## src/rtl/rtd_pkg.sv

```systemverilog
package rtd_pkg;
  typedef enum logic [2:0] {
    ST_IDLE = 3'd0,
    ST_ARM  = 3'd1,
    ST_RTT  = 3'd2,
    ST_BND  = 3'd3,
    ST_DONE = 3'd4
  } rtd_state_t;

  // K28.5 comma, running disparity negative
  localparam logic [9:0] RTD_COMMA = 10'h0FA;
endpackage

```

## src/rtl/rtd_match.sv

```systemverilog
module rtd_match #(
  parameter int WORD_W = 10
) (
  input  logic              stb,
  input  logic [WORD_W-1:0] word,
  input  logic [WORD_W-1:0] pat,
  output logic              hit
);
  assign hit = stb && (word == pat);
endmodule

```

## src/rtl/rtd_timer.sv

```systemverilog
module rtd_timer #(
  parameter int CNT_W = 16
) (
  input  logic             clk,
  input  logic             rst,
  input  logic             load,
  input  logic             run,
  output logic [CNT_W-1:0] cnt,
  output logic             sat
);
  localparam logic [CNT_W-1:0] ONE = CNT_W'(1);

  assign sat = &cnt;

  always_ff @(posedge clk) begin
    if (rst)
      cnt <= '0;
    else if (load)
      cnt <= ONE;
    else if (run && !sat)
      cnt <= cnt + ONE;
  end

  // a saturated count stays saturated until reloaded
  p_sat_hold_r8: assert property (@(posedge clk) disable iff (rst)
    (sat && !load) |=> sat);

  // a load starts the count at one
  p_load_one_r4: assert property (@(posedge clk) disable iff (rst)
    load |=> (cnt == ONE));
endmodule

```

## src/rtl/rtd_hfcnt.sv

```systemverilog
module rtd_hfcnt #(
  parameter int HF_W = 8
) (
  input  logic            clk,
  input  logic            rst,
  input  logic            load,
  input  logic            run,
  input  logic            stb,
  input  logic [HF_W-1:0] hf_len,
  output logic            bnd
);
  logic [HF_W-1:0] idx;
  logic            last;

  assign last = (idx == hf_len - HF_W'(1));
  assign bnd  = run && stb && last && !load;

  always_ff @(posedge clk) begin
    if (rst)
      idx <= '0;
    else if (load)
      idx <= '0;
    else if (run && stb)
      idx <= last ? '0 : idx + HF_W'(1);
  end

  // a boundary strobe restarts the word index
  p_wrap_r5: assert property (@(posedge clk) disable iff (rst)
    bnd |=> (idx == '0));
endmodule

```

## src/rtl/rtd_top.sv

```systemverilog
module rtd_top
  import rtd_pkg::*;
#(
  parameter int               WORD_W   = 10,
  parameter int               HF_W     = 8,
  parameter int               BYTE_W   = 8,
  parameter logic [WORD_W-1:0] TRIG_RST = RTD_COMMA
) (
  input  logic              clk,
  input  logic              rst,
  input  logic              meas_en,
  input  logic              tx_lock,
  input  logic              rx_lock,
  input  logic              start,
  input  logic              trig_wr,
  input  logic [WORD_W-1:0] trig_wdata,
  input  logic [HF_W-1:0]   hf_len,
  input  logic              tx_stb,
  input  logic [WORD_W-1:0] tx_word,
  input  logic              rx_stb,
  input  logic [WORD_W-1:0] rx_word,
  input  logic [1:0]        rd_sel,
  output logic [BYTE_W-1:0] rd_data,
  output logic              done,
  output logic              valid,
  output logic              ovf
);
  localparam int CNT_W = 2 * BYTE_W;
  localparam int NPATH = 2;

  rtd_state_t        state, nxt;
  logic [WORD_W-1:0] trig_q;
  logic [CNT_W-1:0]  rt_q, off_q, rt_cnt, off_cnt;
  logic              rt_sat, off_sat, bnd;
  logic              lock_ok, start_ok, busy;
  logic              rt_load, off_load, fin, set_ovf, cap_rt, cap_off, off_zero;
  logic              done_n;

  logic [NPATH-1:0]              p_stb, p_hit;
  logic [NPATH-1:0][WORD_W-1:0]  p_word;

  assign p_stb  = {rx_stb, tx_stb};
  assign p_word = {rx_word, tx_word};

  generate
    for (genvar g = 0; g < NPATH; g++) begin : g_match
      rtd_match #(.WORD_W(WORD_W)) i_match (
        .stb (p_stb[g]),
        .word(p_word[g]),
        .pat (trig_q),
        .hit (p_hit[g])
      );
    end
  endgenerate

  always_ff @(posedge clk) begin
    if (rst)
      trig_q <= TRIG_RST;
    else if (trig_wr)
      trig_q <= trig_wdata;
  end

  assign lock_ok  = tx_lock && rx_lock;
  assign start_ok = start && meas_en && lock_ok;
  assign busy     = (state == ST_ARM) || (state == ST_RTT) || (state == ST_BND);

  always_comb begin
    nxt      = state;
    rt_load  = 1'b0;
    off_load = 1'b0;
    fin      = 1'b0;
    set_ovf  = 1'b0;
    cap_rt   = 1'b0;
    cap_off  = 1'b0;
    off_zero = 1'b0;
    if (start_ok) begin
      nxt = ST_ARM;
    end else if (busy && !(meas_en && lock_ok)) begin
      nxt = ST_IDLE;
    end else begin
      case (state)
        ST_ARM: if (p_hit[0]) begin
          nxt     = ST_RTT;
          rt_load = 1'b1;
        end
        ST_RTT: if (p_hit[1]) begin
          cap_rt   = 1'b1;
          off_load = 1'b1;
          if (bnd) begin
            off_zero = 1'b1;
            fin      = 1'b1;
            nxt      = ST_DONE;
          end else begin
            nxt = ST_BND;
          end
        end else if (rt_sat) begin
          cap_rt  = 1'b1;
          set_ovf = 1'b1;
          fin     = 1'b1;
          nxt     = ST_DONE;
        end
        ST_BND: if (bnd || off_sat) begin
          cap_off = 1'b1;
          set_ovf = !bnd;
          fin     = 1'b1;
          nxt     = ST_DONE;
        end
        default: ;
      endcase
    end
  end

  assign done_n = start_ok ? 1'b0 : (done || fin);

  rtd_timer #(.CNT_W(CNT_W)) i_rt_timer (
    .clk (clk),
    .rst (rst),
    .load(rt_load),
    .run (state == ST_RTT),
    .cnt (rt_cnt),
    .sat (rt_sat)
  );

  rtd_timer #(.CNT_W(CNT_W)) i_off_timer (
    .clk (clk),
    .rst (rst),
    .load(off_load),
    .run (state == ST_BND),
    .cnt (off_cnt),
    .sat (off_sat)
  );

  rtd_hfcnt #(.HF_W(HF_W)) i_hfcnt (
    .clk   (clk),
    .rst   (rst),
    .load  (rt_load),
    .run   ((state == ST_RTT) || (state == ST_BND)),
    .stb   (tx_stb),
    .hf_len(hf_len),
    .bnd   (bnd)
  );

  always_ff @(posedge clk) begin
    if (rst) begin
      state <= ST_IDLE;
      rt_q  <= '0;
      off_q <= '0;
      done  <= 1'b0;
      ovf   <= 1'b0;
      valid <= 1'b0;
    end else begin
      state <= nxt;
      done  <= done_n;
      valid <= done_n && lock_ok;
      if (start_ok) begin
        rt_q  <= '0;
        off_q <= '0;
        ovf   <= 1'b0;
      end else begin
        if (cap_rt)   rt_q  <= rt_cnt;
        if (off_zero) off_q <= '0;
        if (cap_off)  off_q <= off_cnt;
        if (set_ovf)  ovf   <= 1'b1;
      end
    end
  end

  always_ff @(posedge clk) begin
    if (rst)
      rd_data <= '0;
    else
      case (rd_sel)
        2'd0:    rd_data <= rt_q[BYTE_W-1:0];
        2'd1:    rd_data <= rt_q[CNT_W-1:BYTE_W];
        2'd2:    rd_data <= off_q[BYTE_W-1:0];
        default: rd_data <= off_q[CNT_W-1:BYTE_W];
      endcase
  end

  // an accepted start clears the flags and arms the unit
  p_start_clear_r1: assert property (@(posedge clk) disable iff (rst)
    (start && meas_en && tx_lock && rx_lock) |=> (!done && !ovf && state == ST_ARM));

  // with no accepted start, an idle unit stays idle
  p_ignore_r2: assert property (@(posedge clk) disable iff (rst)
    (!(start && meas_en && tx_lock && rx_lock) && state == ST_IDLE) |=> state == ST_IDLE);

  // done can only rise out of a measuring state
  p_done_src_r7: assert property (@(posedge clk) disable iff (rst)
    $rose(done) |-> $past(state == ST_RTT || state == ST_BND));

  // overflow is only reported with a finished run
  p_ovf_done_r8: assert property (@(posedge clk) disable iff (rst)
    ovf |-> done);

  // valid requires lock at the previous edge
  p_valid_lock_r10: assert property (@(posedge clk) disable iff (rst)
    valid |-> $past(tx_lock && rx_lock));

  // finished results hold until an accepted start
  p_hold_r12: assert property (@(posedge clk) disable iff (rst)
    (state == ST_DONE && !(start && meas_en && tx_lock && rx_lock))
      |=> ($stable(rt_q) && $stable(off_q) && done));
endmodule

```

## config.mk

```make
export PLATFORM = sky130hd
export DESIGN_NAME = rtd_top
export DESIGN_NICKNAME = d
export VERILOG_FILES = /design/src/rtl/rtd_pkg.sv /design/src/rtl/rtd_match.sv /design/src/rtl/rtd_timer.sv /design/src/rtl/rtd_hfcnt.sv /design/src/rtl/rtd_top.sv
export SDC_FILE = /design/constraint.sdc
export NUM_CORES = 1
export LEC_CHECK = 0
export BUFFER_PORTS_ARGS = -buffer_cell sky130_fd_sc_hd__buf_2
export CORE_MARGIN = 4
export CORE_UTILIZATION = 35
export DETAILED_ROUTE_END_ITERATION = 8
export GPL_ROUTABILITY_DRIVEN = 0
export HOLD_SLACK_MARGIN = 0.06
export MAX_ROUTING_LAYER = met4
export PLACE_DENSITY = 0.54
export SLEW_MARGIN = 20
export SYNTH_ARGS = -nofsm -noshare
export SYNTH_HDL_FRONTEND = slang
export SYNTH_SLANG_ARGS = --single-unit
export TNS_END_PERCENT = 1
```

## constraint.sdc

```tcl
create_clock -name clk -period 2.7 [get_ports clk]
set_input_delay 0.135 -clock clk [delete_from_list [all_inputs] [get_ports clk]]
set_output_delay 0.135 -clock clk [all_outputs]
set_load 0.02 [all_outputs]
```

==> results.yml <==
power:
  intPower_w: 0.00234
  switching_share_pct: 22.6
  p_sw_w: 0.000683
  power_frac_seq_pct: 47.5
  leakagePower_nw: 2.16
  ir_worst_vdd_mv: 0.287
  combPwrFrac_pct: 6.5
  power_frac_clock_pct: 45.9
  power.density_nw_per_um2: 544
cts:
  cts_buffer_depth: 2
  clkTransAtPathRegs_ns: 0.07
  cts_tree: "built"
  htree_num_levels: 3
  cts.sinks: 96
  cts_buffers: 9
  worstSkewPairLatency_ns: 0.34
  clockRootBuffer: "clkbuf_16"
  cts_setup_buffers: 0
min_path:
  holdPathStages: 3
  min_path_type: "input pin to flop"
logic_synthesis:
  ys_types: 47
  syn_area_um2: 4610
  yosysWarnings: 0
  ys_top_cells_by_count: "dfxtp_1 (96), nor2_1 (68), xnor2_1 (44)"
  yosysTopAreaCell: "dfxtp_1"
  avgSynthCellArea_um2: 9.09
  synthArstFlopShare_pct: 0
  synth.net_count: 560
  synth_top_area_share_pct: 41.7
  synthFlopType: "dfxtp_1"
  ys_seq_area_share_pct: 41.7
  yosys-top-cells-area: "dfxtp_1 (42%), xnor2_1 (8.4%), nor2_1 (5.5%), mux2i_1 (4.6%), nand3_1 (4.1%)"
  post-synth-top-count-cell: "dfxtp_1"
  synth-edff-count: 0
  synthCells: 507
  synth-seq-cells: 96
drt:
  drc_errors: 0
  antenna_left: 0
  wire_per_inst_um: 14.4
  vias: 3783
  drtPass1Iterations: 4
  detailedRoute.firstIterationViolations: 212
  viasPerCell: 5.02
  routed_wl_mm: 10.8
final_layout:
  fin_nets: 629
  area_delta_synth_final_pct: 20.5
  fin_cells: 753
  fillCellCount: 1242
  insertedDiodeCount: 0
  drive_gt1_share_pct: 18.4
global_route:
  antenna_found_initial: 0
  grt_pass1_wl_mm: 17.4
  grt_usage_pct: 14.9
  grt_max_degree: 33
  grt_pass1_vias: 3555
  grt-ovfl-total: 0
setup_path:
  cp.arrival_ns: 2.66
  crit_path_end_kind: "flop"
  startpoint_type: "flop"
  path_class: "flop to flop"
  crit_fanout: 4
  worst_r2r_path_depth: 8
  reg2reg_slack_ns: 0.28
  worstPathRequired_ns: 2.93
timing:
  fmax_mhz: 413
  setup-violations-final: 0
  tns_ns: 0
  hold_ws_ns: 0.112
  slew_headroom_pct: 49.8
  period_needed_ns: 2.42
  worstMarginPinSlew_ns: 0.753
  grt_setup_unrepaired: "false"
  hold_violations: 0
  period_share_pct: 89.8
  slew_violations: 0
  finalClockSkew_ns: 0.00448
run:
  cap_violations: 0
placement:
  portBuffers: 59
  dpl.hpwl_mm: 8.03
  place_inst: 725
die:
  die_y_um: 123
  ios: 60
  start_util_pct: 36.1
  die_w_um: 123
  die-area_um2: 15100
  rows: 41
  core_area_um2: 12800
run_status:
  status: "finished clean"
[worst paths after layout]
check                           from              to
hold reg to reg            off_q[12]       off_q[12]
setup reg to reg  i_off_timer.cnt[0]        state[1]
setup / recovery  i_off_timer.cnt[0]        state[1]
hold / removal                tx_stb  i_hfcnt.idx[1]
[power groups by stage]
stage               combinational [W]  clock, W  sequential (W)
finish                       0.000197   0.00139         0.00144
global route                 0.000216   0.00148         0.00144
CTS                          0.000198   0.00143         0.00144
detailed placement           0.000183         0         0.00147
global placement             0.000179         0         0.00147
floorplan                    0.000113         0         0.00147
[routing by layer]
metal,routed length [um],share of wire [%],vias up,global-route usage [%]
met5,0,0,-,-
met4,195,1.8,0,5.74
met3,493,4.5,16,1.84
met2,4950,46,87,23.7
met1,5200,48,1769,19.4
li1,-,-,1911,-
[metrics by stage]
step / power [W] / setup slack [ns] / instance area [um^2] / util [%]
CTS: 0.00306 / 0.214 / 5540 / 43.4
finish: 0.00302 / 0.276 / 5560 / 43.5
global route: 0.00313 / 0.0905 / 5560 / 43.5
floorplan: 0.00158 / 0.476 / 4610 / -
detailed placement: 0.00165 / 0.247 / 5090 / 39.9
global placement: 0.00165 / 0.250 / 5090 / 39.9
[final cells by class]
| type | instances | area (um^2) | area share, % |
|---|---|---|---|
| timing repair buffer | 80 | 483 | 8.69 |
| sequential | 96 | 1920 | 34.6 |
| inverter | 7 | 26.3 | 0.473 |
| clock buffer | 9 | 225 | 4.05 |
| multi-input combinational | 382 | 2580 | 46.5 |
| tap | 172 | 215 | 3.87 |
| clock inverter | 7 | 101 | 1.82 |
[critical path, cell delays in order, from the launching register on]
cell and delay [ns]:
dfxtp_1 0.40, ha_1 0.28, nand4_1 0.22, nor3_1 0.52, nor2b_1 0.32, nand2_1 0.09
o21ai_0 0.13, nor2_1 0.09, o31a_1 0.28
[cells by family (layout without fill, tap and decap cells)]
group                    Yosys count  after routing  synth area share [%]
AO/OA/AOI/OAI                     59             59                  9.28
XOR/XNOR                          65             65                  12.3
AND/OR/NAND/NOR                  225            225                  24.5
buffers and inverters             29            103                  2.69
adder cells (fa/ha/maj)            4              4                  1.09
multiplexers                      29             29                  8.47
flip-flops                        96             96                  41.7
[placed cells by master, fill, tap and decap left out, types with 2 or more instances in the layout]
cell type and n:
mux2i_1 21, o21ai_0 13, o21a_1 2, a31oi_1 2, nor3_1 14, o31a_1 3
nor4_1 2, mux4_2 8, ha_1 4, and3_1 8, and2_1 3, xor2_1 21
buf_2 59, dlygate4sd3_1 12, nand4_1 13, nor2_1 68, o31ai_2 3, nand2_1 36
dfxtp_1 96, clkbuf_16 9, or3_1 3, inv_1 7, xnor2_1 44, clkinvlp_4 2
inv_6 2, bufinv_16 2, a21oi_1 12, buf_4 9, and4_1 5, o31ai_1 2
o221ai_2 2, nand2b_1 8, o21ai_1 8, a211o_1 6, nor2b_1 17, nor4_2 2
nand3_1 38
[state kept, by name, summed over array words and instances (netlist names)]
signal           count
i_off_timer.cnt     16
i_rt_timer.cnt      16
off_q               16
rt_q                16
trig_q              10
i_hfcnt.idx          8
rd_data              8
state                3
done                 1
ovf                  1
valid                1
[what timing repair did]
| action | CTS | global route |
|---|---|---|
| hold endpoints to repair | 11 | 0 |
| hold buffers | 12 | 0 |
| endpoints found under the setup margin | 0 | 9 |
| gates resized for setup | 0 | 2 |
No activity file was read; power rests on OpenSTA's default activity.
